[src/rtl/tsa_pkg.sv]
package tsa_pkg;
    localparam int TS_W   = 64;
    localparam int DIFF_W = 32;
    localparam int NUM_W  = 40;
    localparam int DEN_W  = 24;
    localparam int PAR_W  = 16;
    localparam int OFF_W  = 16;
    localparam int SKEW_W = 32;

    typedef enum logic [1:0] {ST_IDLE, ST_OFFSET, ST_SKEW} ctl_state_t;
    typedef enum logic [1:0] {ERR_NONE = 2'd0, ERR_NO_MASTER = 2'd1} err_t;

    typedef struct packed {
        logic signed [SKEW_W-1:0] skew_us;
        logic signed [OFF_W-1:0]  rw_off;
        logic signed [OFF_W-1:0]  latency;
    } status_t;

    localparam logic signed [NUM_W-1:0] OFF_MAX  = NUM_W'(32767);
    localparam logic signed [NUM_W-1:0] OFF_MIN  = -NUM_W'(32768);
    localparam logic signed [NUM_W-1:0] SKEW_MAX = NUM_W'(64'sh7FFF_FFFF);
    localparam logic signed [NUM_W-1:0] SKEW_MIN = -NUM_W'(64'sh8000_0000);
    localparam logic signed [TS_W-1:0]  DIFF_MAX = TS_W'(64'sh7FFF_FFFF);
    localparam logic signed [TS_W-1:0]  DIFF_MIN = -TS_W'(64'sh8000_0000);

    function automatic logic signed [NUM_W-1:0] mul5(input logic signed [NUM_W-1:0] v);
        return (v <<< 2) + v;
    endfunction

    function automatic logic signed [NUM_W-1:0] us_to_x5ticks(input logic [PAR_W-1:0] us);
        logic signed [NUM_W-1:0] d;
        d = NUM_W'(us);
        return (d <<< 6) + (d <<< 5);
    endfunction

    function automatic logic signed [DIFF_W-1:0] clamp_diff(input logic signed [TS_W-1:0] v);
        if (v > DIFF_MAX) return DIFF_W'(DIFF_MAX);
        if (v < DIFF_MIN) return DIFF_W'(DIFF_MIN);
        return DIFF_W'(v);
    endfunction

    function automatic logic signed [OFF_W-1:0] clamp_off(input logic signed [NUM_W-1:0] v);
        if (v > OFF_MAX) return OFF_W'(OFF_MAX);
        if (v < OFF_MIN) return OFF_W'(OFF_MIN);
        return OFF_W'(v);
    endfunction

    function automatic logic signed [SKEW_W-1:0] clamp_skew(input logic signed [NUM_W-1:0] v);
        if (v > SKEW_MAX) return SKEW_W'(SKEW_MAX);
        if (v < SKEW_MIN) return SKEW_W'(SKEW_MIN);
        return SKEW_W'(v);
    endfunction
endpackage

[src/rtl/tsa_floor_div.sv]
module tsa_floor_div #(
    parameter int NW = 40,
    parameter int DW = 24
) (
    input  logic                 clk,
    input  logic                 rst,
    input  logic                 go,
    input  logic signed [NW-1:0] num,
    input  logic [DW-1:0]        den,
    output logic                 busy,
    output logic                 done,
    output logic signed [NW-1:0] quot
);
    localparam int CNT_W = $clog2(NW + 1);

    logic [NW-1:0]    q_r;
    logic [DW-1:0]    rem_r;
    logic [DW-1:0]    den_r;
    logic             neg_r;
    logic [CNT_W-1:0] cnt_r;

    logic [DW:0]   rem_sh;
    logic [DW:0]   sub;
    logic          fits;
    logic [DW-1:0] rem_nx;
    logic [NW-1:0] q_nx;

    always_comb begin
        rem_sh = {rem_r, q_r[NW-1]};
        sub    = rem_sh - {1'b0, den_r};
        fits   = !sub[DW];
        rem_nx = fits ? sub[DW-1:0] : rem_sh[DW-1:0];
        q_nx   = {q_r[NW-2:0], fits};
    end

    always_ff @(posedge clk) begin
        if (rst) begin
            q_r   <= '0;
            rem_r <= '0;
            den_r <= '0;
            neg_r <= 1'b0;
            cnt_r <= '0;
            busy  <= 1'b0;
            done  <= 1'b0;
            quot  <= '0;
        end else begin
            done <= 1'b0;
            if (go) begin
                q_r   <= num[NW-1] ? NW'(-num) : NW'(num);
                neg_r <= num[NW-1];
                rem_r <= '0;
                den_r <= den;
                cnt_r <= CNT_W'(NW);
                busy  <= 1'b1;
            end else if (busy) begin
                q_r   <= q_nx;
                rem_r <= rem_nx;
                cnt_r <= cnt_r - 1'b1;
                if (cnt_r == CNT_W'(1)) begin
                    busy <= 1'b0;
                    done <= 1'b1;
                    if (!neg_r)
                        quot <= $signed(q_nx);
                    else if (rem_nx != '0)
                        quot <= -$signed(q_nx) - NW'(1);
                    else
                        quot <= -$signed(q_nx);
                end
            end
        end
    end

    assert_go_idle_R4: assert property (@(posedge clk) disable iff (rst)
        go |-> !busy);
    assert_done_pulse_R4: assert property (@(posedge clk) disable iff (rst)
        done |=> !done);
endmodule

[src/rtl/tsa_stamp_capture.sv]
module tsa_stamp_capture
    import tsa_pkg::*;
#(
    parameter int TIMEOUT_CYC = 2000,
    parameter int CNT_W       = 32,
    parameter int BLK_W       = 8
) (
    input  logic             clk,
    input  logic             rst,
    input  logic             start,
    input  logic [TS_W-1:0]  ts_now,
    input  logic             mst_flip,
    input  logic             slv_flip,
    input  logic [BLK_W-1:0] settle_blocks,
    output logic             started,
    output logic [TS_W-1:0]  m_ts,
    output logic             m_valid,
    output logic [31:0]      s_lo,
    output logic [CNT_W-1:0] pump_cnt,
    output logic             mute,
    output logic [1:0]       err_code
);
    localparam int WAIT_W = $clog2(TIMEOUT_CYC + 1);

    logic [BLK_W-1:0]  blocks;
    logic [WAIT_W-1:0] wait_cnt;

    always_ff @(posedge clk) begin
        if (rst) begin
            started <= 1'b0;
        end else begin
            started <= start;
        end
    end

    always_ff @(posedge clk) begin
        if (rst || !started) begin
            m_ts     <= '0;
            m_valid  <= 1'b0;
            s_lo     <= '0;
            pump_cnt <= '0;
            blocks   <= '0;
            wait_cnt <= '0;
            err_code <= ERR_NONE;
        end else begin
            if (mst_flip) begin
                m_ts    <= ts_now;
                m_valid <= 1'b1;
            end
            if (slv_flip) begin
                s_lo     <= ts_now[31:0];
                pump_cnt <= pump_cnt + 1'b1;
                if (blocks < settle_blocks) blocks <= blocks + 1'b1;
            end
            if (!m_valid && !mst_flip && err_code == ERR_NONE) begin
                if (wait_cnt == WAIT_W'(TIMEOUT_CYC - 1))
                    err_code <= ERR_NO_MASTER;
                else
                    wait_cnt <= wait_cnt + 1'b1;
            end
        end
    end

    assign mute = !started || (blocks < settle_blocks);

    assert_pump_step_R7: assert property (@(posedge clk) disable iff (rst)
        (started && start && slv_flip) |=> pump_cnt == CNT_W'($past(pump_cnt) + 1'b1));
    assert_err_needs_silence_R9: assert property (@(posedge clk) disable iff (rst)
        $rose(err_code[0]) |-> !m_valid);
endmodule

[src/rtl/tsa_align_top.sv]
module tsa_align_top
    import tsa_pkg::*;
#(
    parameter int AUD_W       = 24,
    parameter int TIMEOUT_CYC = 2000
) (
    input  logic              clk,
    input  logic              rst,
    input  logic              start,
    input  logic [63:0]       ts_now,
    input  logic              mst_flip,
    input  logic              slv_flip,
    input  logic [15:0]       safe_delay_us,
    input  logic [15:0]       sample_ticks,
    input  logic [7:0]        settle_blocks,
    input  logic [AUD_W-1:0]  audio_in,
    output logic [AUD_W-1:0]  audio_out,
    output logic              upd_done,
    output logic              stat_started,
    output logic [31:0]       stat_ts_lo,
    output logic [31:0]       stat_skew_us,
    output logic [15:0]       stat_rw_off,
    output logic [15:0]       stat_latency,
    output logic [31:0]       pump_cnt,
    output logic [1:0]        err_code
);
    ctl_state_t st;
    status_t    stat;

    logic              started, m_valid, mute;
    logic [TS_W-1:0]   m_ts;
    logic [31:0]       s_lo;

    logic signed [DIFF_W-1:0] diff;
    logic signed [NUM_W-1:0]  skew_num_c, off_num_c, skew_num_r, div_num, div_q;
    logic [DEN_W-1:0]         div_den;
    logic                     div_go, div_busy, div_done, trig;

    tsa_stamp_capture #(.TIMEOUT_CYC(TIMEOUT_CYC), .CNT_W(32), .BLK_W(8)) u_cap (
        .clk(clk), .rst(rst), .start(start), .ts_now(ts_now),
        .mst_flip(mst_flip), .slv_flip(slv_flip), .settle_blocks(settle_blocks),
        .started(started), .m_ts(m_ts), .m_valid(m_valid), .s_lo(s_lo),
        .pump_cnt(pump_cnt), .mute(mute), .err_code(err_code)
    );

    always_comb begin
        diff       = clamp_diff($signed(m_ts - ts_now));
        skew_num_c = mul5(NUM_W'(diff));
        off_num_c  = skew_num_c + us_to_x5ticks(safe_delay_us);
        trig       = started && start && slv_flip && m_valid && (st == ST_IDLE) && !div_busy;
        div_go     = trig || (st == ST_OFFSET && div_done);
        div_num    = (st == ST_IDLE) ? off_num_c : skew_num_r;
        div_den    = (st == ST_IDLE) ? (DEN_W'(sample_ticks) << 2) + DEN_W'(sample_ticks)
                                     : DEN_W'(96);
    end

    tsa_floor_div #(.NW(NUM_W), .DW(DEN_W)) u_div (
        .clk(clk), .rst(rst), .go(div_go), .num(div_num), .den(div_den),
        .busy(div_busy), .done(div_done), .quot(div_q)
    );

    always_ff @(posedge clk) begin
        if (rst || !started) begin
            st         <= ST_IDLE;
            stat       <= '0;
            skew_num_r <= '0;
            upd_done   <= 1'b0;
        end else begin
            upd_done <= 1'b0;
            unique case (st)
                ST_IDLE: if (trig) begin
                    skew_num_r <= skew_num_c;
                    st         <= ST_OFFSET;
                end
                ST_OFFSET: if (div_done) begin
                    stat.rw_off  <= clamp_off(div_q);
                    stat.latency <= clamp_off(div_q);
                    st           <= ST_SKEW;
                end
                ST_SKEW: if (div_done) begin
                    stat.skew_us <= clamp_skew(div_q);
                    upd_done     <= 1'b1;
                    st           <= ST_IDLE;
                end
                default: st <= ST_IDLE;
            endcase
        end
    end

    assign stat_started = started;
    assign stat_ts_lo   = s_lo;
    assign stat_skew_us = stat.skew_us;
    assign stat_rw_off  = stat.rw_off;
    assign stat_latency = stat.latency;
    assign audio_out    = mute ? '0 : audio_in;

    assert_mute_stopped_R8: assert property (@(posedge clk) disable iff (rst)
        !stat_started |-> audio_out == '0);
    assert_upd_when_started_R4: assert property (@(posedge clk) disable iff (rst)
        upd_done |-> stat_started);
    assert_no_master_no_work_R10: assert property (@(posedge clk) disable iff (rst)
        (!m_valid && st == ST_IDLE) |=> st == ST_IDLE);
endmodule

[config.mk]
export PLATFORM = sky130hd
export DESIGN_NAME = tsa_align_top
export DESIGN_NICKNAME = d
export VERILOG_FILES = /design/src/rtl/tsa_pkg.sv /design/src/rtl/tsa_floor_div.sv /design/src/rtl/tsa_stamp_capture.sv /design/src/rtl/tsa_align_top.sv
export SDC_FILE = /design/constraint.sdc
export NUM_CORES = 1
export LEC_CHECK = 0
export CAP_MARGIN = 10
export CORE_UTILIZATION = 38
export DETAILED_ROUTE_END_ITERATION = 6
export GPL_TIMING_DRIVEN = 0
export SLEW_MARGIN = 20
export SYNTH_ARGS = -nofsm -noshare
export SYNTH_HDL_FRONTEND = slang
export SYNTH_SLANG_ARGS = --single-unit
[constraint.sdc]
create_clock -name clk -period 11.4 [get_ports clk]
set_input_delay 2.28 -clock clk [delete_from_list [all_inputs] [get_ports clk]]
set_output_delay 2.28 -clock clk [all_outputs]
set_load 0.02 [all_outputs]
==> results of run 1 <==
## metal layers
metal | vias to the layer above | track usage [%] | wire, µm
li1 | 14466 | - | -
met1 | 13804 | 31.3 | 43000
met2 | 770 | 43.0 | 47500
met3 | 205 | 2.88 | 4670
met4 | 2 | 10.7 | 4260
met5 | - | 0 | 11
## cell type report
cell class	instances	area (µm²)	share of cell area, %
multi-input combinational	3079	20700	58.0
sequential	368	7370	20.7
inverter	152	571	1.60
buffer	225	1040	2.90
tap	969	1210	3.40
timing repair buffer	329	3230	9.05
clock buffer	52	1190	3.34
clock inverter	26	359	1.01
## flip-flops by register name, indices dropped and copies added (netlist names), 2 cells and up
register	count
u_div.quot	40
u_div.den_r	19
u_div.rem_r	24
u_cap.wait_cnt	11
u_cap.pump_cnt	32
u_cap.s_lo	32
u_cap.m_ts	64
st	2
u_div.cnt_r	6
u_cap.blocks	8
stat_skew_us	32
skew_num_r	35
stat_latency	16
u_div.q_r	40
## worst max-delay path by stage
| stage | from | end | slack (ns) |
|---|---|---|---|
| final | ts_now[29] | u_div.q_r[32] | 0.27 |
| after global routing | ts_now[31] | u_div.q_r[32] | -0.05 |
| after CTS | ts_now[37] | u_div.q_r[30] | 0.006 |
| after detailed placement | ts_now[38] | u_div.q_r[30] | -2.59 |
| after global placement | ts_now[38] | u_div.q_r[30] | -2.69 |
| after floorplan | ts_now[0] | u_div.q_r[32] | 0.04 |
## kinds of logic after synthesis
group                    Yosys count  share of synthesized area [%]
adder cells (fa/ha/maj)          180                           8.00
AND/OR/NAND/NOR                 1388                           22.9
flip-flops                       368                           25.7
buffers and inverters            386                           5.49
XOR/XNOR                         275                           8.45
other                              1                         0.0131
multiplexers                     176                           6.21
AO/OA/AOI/OAI                   1059                           23.2
## per-stage QoR
step                TNS, ns  hold WS [ns]  cells  total power [µW]  cell area [µm²]
detailed placement   -65.05         0.444   5089              2960            32800
global placement     -66.09         0.435   5089              2960            32800
finish                    0         0.452   5200              4720            35700
global route         -0.140         0.472   5200              4940            35700
CTS                       0         0.453   5177              4600            34800
floorplan                 0         0.427   3833              2470            28700
## layout by cell type, fill, tap and decap left out, types with 29 or more instances in the layout
cell type and count:
sky130_fd_sc_hd__nor2_1 401, sky130_fd_sc_hd__and3_1 29, sky130_fd_sc_hd__ha_1 153, sky130_fd_sc_hd__inv_1 150, sky130_fd_sc_hd__and2_1 52, sky130_fd_sc_hd__clkbuf_16 45
sky130_fd_sc_hd__nand2_1 423, sky130_fd_sc_hd__nor3_1 77, sky130_fd_sc_hd__xnor2_1 133, sky130_fd_sc_hd__o21ai_0 230, sky130_fd_sc_hd__or3_1 41, sky130_fd_sc_hd__a21oi_1 340
sky130_fd_sc_hd__a211oi_1 78, sky130_fd_sc_hd__xor2_1 125, sky130_fd_sc_hd__dfxtp_1 368, sky130_fd_sc_hd__clkdlybuf4s50_1 273, sky130_fd_sc_hd__mux2i_1 170, sky130_fd_sc_hd__o211ai_1 34
sky130_fd_sc_hd__nor4_1 33, sky130_fd_sc_hd__clkbuf_1 151, sky130_fd_sc_hd__buf_4 63, sky130_fd_sc_hd__nor2b_1 31, sky130_fd_sc_hd__nand3_1 86, sky130_fd_sc_hd__nand4_1 72
sky130_fd_sc_hd__a21o_1 55, sky130_fd_sc_hd__a31oi_1 37
## power by group through the flow
stage | combinational (µW) | sequential, µW | clock, µW
floorplan | 1140 | 1330 | 0
global placement | 1630 | 1330 | 0
detailed placement | 1630 | 1330 | 0
CTS | 1740 | 1300 | 1570
global route | 2030 | 1300 | 1610
finish | 1890 | 1300 | 1530
## tightest hold or removal path, cell delays in order, from the launching register on
cell,delay (ns)
sky130_fd_sc_hd__dfxtp_1,0.31
sky130_fd_sc_hd__nand2_1,0.05
sky130_fd_sc_hd__a21oi_1,0.05
## what timing repair did
action	CTS	global route
pin swaps	17	36
hold buffers	0	0
endpoints found under the setup margin	35	35
setup buffers	14	28
gates resized for setup	71	166
==> impl_metrics.tcl, run 1 <==
set metrics [dict create \
    path_delay_family "compound AO/OA/AOI/OAI gates" \
    timing.setup.critical_path_class "input port to register" \
    synth_edf_count 0 \
    seq_area_frac_synth_pct 25.7 \
    worst_slack_ns 0.271 \
    slew_violations 0 \
    fmax_mhz 89.9 \
    synth_flop_cell "sky130_fd_sc_hd__dfxtp_1" \
    ir_worst_vdd_mv 0.105 \
    power.density_cell_area_nw_per_um2 132 \
    synthTopCellsByArea "sky130_fd_sc_hd__dfxtp_1 (26%), sky130_fd_sc_hd__ha_1 (7.5%), sky130_fd_sc_hd__a21oi_1 (6.2%)" \
    n_antenna_cell 0 \
    final_antenna_net_count 0 \
    layout-drive-gt1-share_pct 8.51 \
    cp_common_cell "sky130_fd_sc_hd__nand2_1" \
    critical-path-max-stage-delay_ns 0.52 \
    clock_tree_from_tritoncts "done" \
    maxCapViolations 0 \
    total_routing_usage_gr_pct 25.0 \
    r2r.worst_path.cells 41 \
    nNetsFinal 4512 \
    most_frequent_cell_after_synthesis "sky130_fd_sc_hd__nand2_1" \
    final.setup_skew_ns 0.0264 \
    critical_path_peak_fanout 9 \
    final_util_pct 47.8 \
    crit_path_end_kind "register" \
    number_of_endpoints_failing_setup_at_the_final_stage 0 \
    pin_count_of_the_biggest_net_entering_global_routing 14 \
    report.final.hold_viol_count 0 \
    placement.io_buffers 287 \
    initial_core_util_pct 38.5 \
    critical_path.reg2reg.startpoint "u_cap.m_ts[0]" \
    power_switching_uw 1780 \
    cts.htree.levels 2 \
    sink_of_the_worst_hold_path "skew_num_r[24]" \
    timing.hold.worst_path_depth 2 \
    worst_pin_slew_ns 1.03 \
    via_count 29247 \
    syn-mean-instance-area_um2 7.49 \
    first_iter_violations 1835 \
    result_of_the_run "finished clean" \
    final.period_utilization_pct 97.6 \
    postSynthRegisterBits 368 \
    cp_data_required_time_ns 11.85 \
    setup.reg_to_reg.worst_slack_ns 2.03 \
    clk_pin_slew_worst_paths_ns 0.06 \
    critPathLaunchType "input port" \
    total_core_area_um2 74600 \
    ys.warnings.count 0 \
    timing.hold.worst.start "skew_num_r[24]" \
    yosys-top-cells-count "sky130_fd_sc_hd__nand2_1 (428), sky130_fd_sc_hd__nor2_1 (410), sky130_fd_sc_hd__dfxtp_1 (368)" \
    worstSetupPathDepth 43 \
    intPower_uw 2940 \
    netlist-cell-type-count 101 \
    synth.cell_area_um2 28700 \
    die_width_um 277 \
    post_route_minimum_period_ns 11.13 \
    area.growth.synth_to_final_pct 24.3 \
    grt_first_pass_wirelength_mm 155 \
    critical_path_buf_inv_count 6 \
    chipHeight_um 277 \
    cts.sink_count 368 \
    fp.dieArea_um2 76600 \
    place.detailed.hpwl_mm 77.6 \
    instance_count_of_the_mapped_netlist 3833 \
    slew_headroom_pct 30.2 \
    r2r-end "u_div.q_r[32]" \
    worst_ep_arrival_time_ns 11.58 \
    post-synth-top-area-cell "sky130_fd_sc_hd__dfxtp_1" \
    swShare_pct 37.6 \
    preCtsSetupSlack_ns -2.59 \
    drt-pass1-iter-count 6 \
    drc 0 \
    share_comb_of_total_power_pct 40.1 \
    power.share.sequential_pct 27.6 \
    power.clock.fraction_pct 32.4 \
    synth_top_area_share_pct 25.7 \
    worst_skew_pair.late_latency_ns 0.60 \
    critical_path_s_slowest_cell "sky130_fd_sc_hd__clkdlybuf4s50_1" \
    wl_mm 99.5 \
    first_global_vias 28023 \
    cts_root_buffer "sky130_fd_sc_hd__clkbuf_16" \
    io-pin-count 289 \
    routedWlPerCell_um 19.1 \
    n_fill_cell 7480 \
    grt_antenna_before_repair 3 \
    hold_class "register to register" \
    avgViaCountPerCell 5.62 \
    globalRoute.totalOverflow 0 \
    power.leakage_uw 0.0138 \
    postSynthNetCount 4145 \
    synthArstFlopShare_pct 0 \
    place_congestion 0.979 \
    rows 100 \
    max-clock-path-buffers 3 \
    cts_inserted_buffers 45 \
]
Power figures use the tool's default switching activity.
==> run 2, diff against run 1 <==
--- a/config.mk
+++ b/config.mk
@@ -6,7 +6,7 @@
 export NUM_CORES = 1
 export LEC_CHECK = 0
 export CAP_MARGIN = 10
-export CORE_UTILIZATION = 38
+export CORE_UTILIZATION = 35
 export DETAILED_ROUTE_END_ITERATION = 6
 export GPL_TIMING_DRIVEN = 0
 export SLEW_MARGIN = 20
==> run 2 against run 1 <==
Against the previous run:
- the flow now finishes with violations (design-rule violations)
- clock power hardly changed
- combinational power hardly changed
- largest power group unchanged
- clock skew is 0.0090 ns higher
- maximum frequency is 0.48% higher
- sequential cell count stayed put
- critical endpoint is now u_div.q_r[31]
- utilization is 3.4 points lower
- die area is 8.5% higher
- cell count is 1.8% higher
==> impl_metrics.tcl, run 2 (synthesis results as in run 1) <==
set metrics [dict create \
    critPathLaunchType "input port" \
    chipHeight_um 288 \
    max-clock-path-buffers 3 \
    largest_register_ffs 64 \
    cp_common_cell "sky130_fd_sc_hd__a21oi_2" \
    worst_skew_pair.late_latency_ns 0.62 \
    critical_path_peak_fanout 10 \
    wl_mm 101 \
    path_delay_family "compound AO/OA/AOI/OAI gates" \
    place.detailed.hpwl_mm 78.2 \
    die_width_um 288 \
    dpl_cell_area_um2 32900 \
    power.density_cell_area_nw_per_um2 131 \
    cts_root_buffer "sky130_fd_sc_hd__clkbuf_16" \
    setup.reg_to_reg.worst_slack_ns 2.06 \
    cts.htree.levels 2 \
    final_antenna_net_count 0 \
    fmax_mhz 90.3 \
    drc 18 \
    totalNegativeSetupSlack_ns 0 \
    report.final.hold_viol_count 0 \
    globalRoute.totalOverflow 0 \
    slew_violations 0 \
    result_of_the_run "complete, but fails checks" \
    cp_data_required_time_ns 11.87 \
    place_congestion 0.974 \
    routedWlPerCell_um 19.0 \
    total_core_area_um2 80800 \
    power.leakage_uw 0.0137 \
    worst_pin_slew_ns 1.06 \
    layout.cell_area.non_filler_um2 35900 \
    nNetsFinal 4510 \
    number_of_endpoints_failing_setup_at_the_final_stage 0 \
    hold_class "register to register" \
    fp.dieArea_um2 83100 \
    drt-pass1-iter-count 7 \
    final.period_utilization_pct 97.2 \
    cts.sink_count 368 \
    grt_first_pass_wirelength_mm 154 \
    ir_worst_vdd_mv 0.108 \
    io-pin-count 289 \
    pin_count_of_the_biggest_net_entering_global_routing 14 \
    dpl.cell_count 5180 \
    total_routing_usage_gr_pct 23.3 \
    area.growth.synth_to_final_pct 25.1 \
    timing.setup.critical_path_class "input port to register" \
    clk_pin_slew_worst_paths_ns 0.06 \
    ctsHoldBuffers 0 \
    slew_headroom_pct 29.6 \
    final_non_filler_cells 5292 \
    r2r-end "u_div.q_r[31]" \
    timing.hold.worst_path_depth 2 \
    timing.hold.worst.start "skew_num_r[21]" \
    rows 104 \
    violations "design-rule violations" \
    via_count 29321 \
    initial_core_util_pct 35.5 \
    grt_antenna_before_repair 4 \
    preCtsSetupSlack_ns -2.68 \
    final_common_cell "sky130_fd_sc_hd__nand2_1" \
    cts_inserted_buffers 46 \
    critical-path-max-stage-delay_ns 0.52 \
    crit_path_end_kind "register" \
    final.setup_skew_ns 0.0354 \
    critical_path.reg2reg.startpoint "u_cap.m_ts[0]" \
    avgViaCountPerCell 5.54 \
    r2r.worst_path.cells 42 \
    layout_top_registers "u_cap.m_ts (64), u_div.q_r (40), u_div.quot (40)" \
    largest-register "u_cap.m_ts" \
    maxCapViolations 0 \
    clock_tree_from_tritoncts "done" \
    post_route_minimum_period_ns 11.08 \
    worst_ep_arrival_time_ns 11.54 \
    worst_slack_ns 0.324 \
    worstSetupPathDepth 43 \
    critical_path_buf_inv_count 6 \
    first_global_vias 27383 \
    layout_common_cells "sky130_fd_sc_hd__nand2_1 (421), sky130_fd_sc_hd__nor2_1 (400), sky130_fd_sc_hd__dfxtp_1 (368)" \
    sink_of_the_worst_hold_path "skew_num_r[21]" \
    critical_path_s_slowest_cell "sky130_fd_sc_hd__clkdlybuf4s50_1" \
    layout-drive-gt1-share_pct 9.12 \
    first_iter_violations 1983 \
    placement.io_buffers 287 \
    final_util_pct 44.4 \
]
-- run 2: cell count changes in the layout (fill, tap and decap cells not counted), sizes merged --
cell / previous run / this run
clkinv: 17 / 10
clkbuf: 211 / 217
bufinv: 7 / 3
clkinvlp: 1 / 5
inv: 153 / 157
buf: 108 / 105
clkdlybuf4s50: 273 / 274
diode: 0 / 1
dlymetal6s2s: 14 / 13
-- run 2: timing repair --
| action | 4_1_cts | 5_1_grt |
|---|---|---|
| gates resized for setup | 64 | 203 |
| pin swaps | 13 | 62 |
| endpoints found under the setup margin | 35 | 35 |
| buffers inserted | 10 | 31 |
| gates cloned | 0 | 0 |
-- run 2: worst max-delay path by stage --
stage | start | to | slack (ns)
finish | ts_now[12] | u_div.q_r[31] | 0.32
global route | ts_now[32] | u_div.q_r[32] | -0.08
CTS | ts_now[13] | u_div.q_r[30] | 0.005
detailed placement | ts_now[30] | u_div.q_r[30] | -2.68
global placement | ts_now[30] | u_div.q_r[30] | -2.66
floorplan | ts_now[0] | u_div.q_r[32] | 0.04
-- run 2: area by class of cell --
type / count / area [µm²]
Sequential cell: 368 / 7370
Buffer: 223 / 1030
Timing Repair Buffer: 328 / 3230
Tap cell: 1060 / 1330
Fill cell: 8199 / 44900
Clock buffer: 58 / 1310
Inverter: 152 / 571
Multi-Input combinational cell: 3079 / 20800
Antenna cell: 1 / 2.50
Clock inverter: 23 / 258
-- run 2: stage by stage --
| step | hold WS, ns | power, µW |
|---|---|---|
| 3_5_place_dp | 0.443 | 2960 |
| 2_1_floorplan | 0.427 | 2470 |
| 6_report | 0.451 | 4690 |
| 5_1_grt | 0.467 | 4910 |
| 4_1_cts | 0.450 | 4580 |
| 3_3_place_gp | 0.436 | 2950 |
-- run 2: metal layers --
layer | part of all wire [%] | GRT usage (%)
met1 | 43 | 29.6
met3 | 5.6 | 3.03
met2 | 48 | 39.7
met5 | 0.025 | 0
met4 | 3.8 | 8.97
-- run 2: tightest hold or removal path, delay by kind of cell (launching register included) --
kind | cells | cell delay [ns]
AO/OA/AOI/OAI | 1 | 0.05
AND/OR/NAND/NOR | 1 | 0.05
flip-flops | 1 | 0.31
-- run 2: power breakdown --
group          internal (µW)  switching [µW]  total (µW)  leakage [µW]
sequential              1290            6.60        1300       0.00297
combinational            723            1150        1870        0.0100
clock                    885             637        1520      0.000765
total                   2900            1790        4690        0.0137
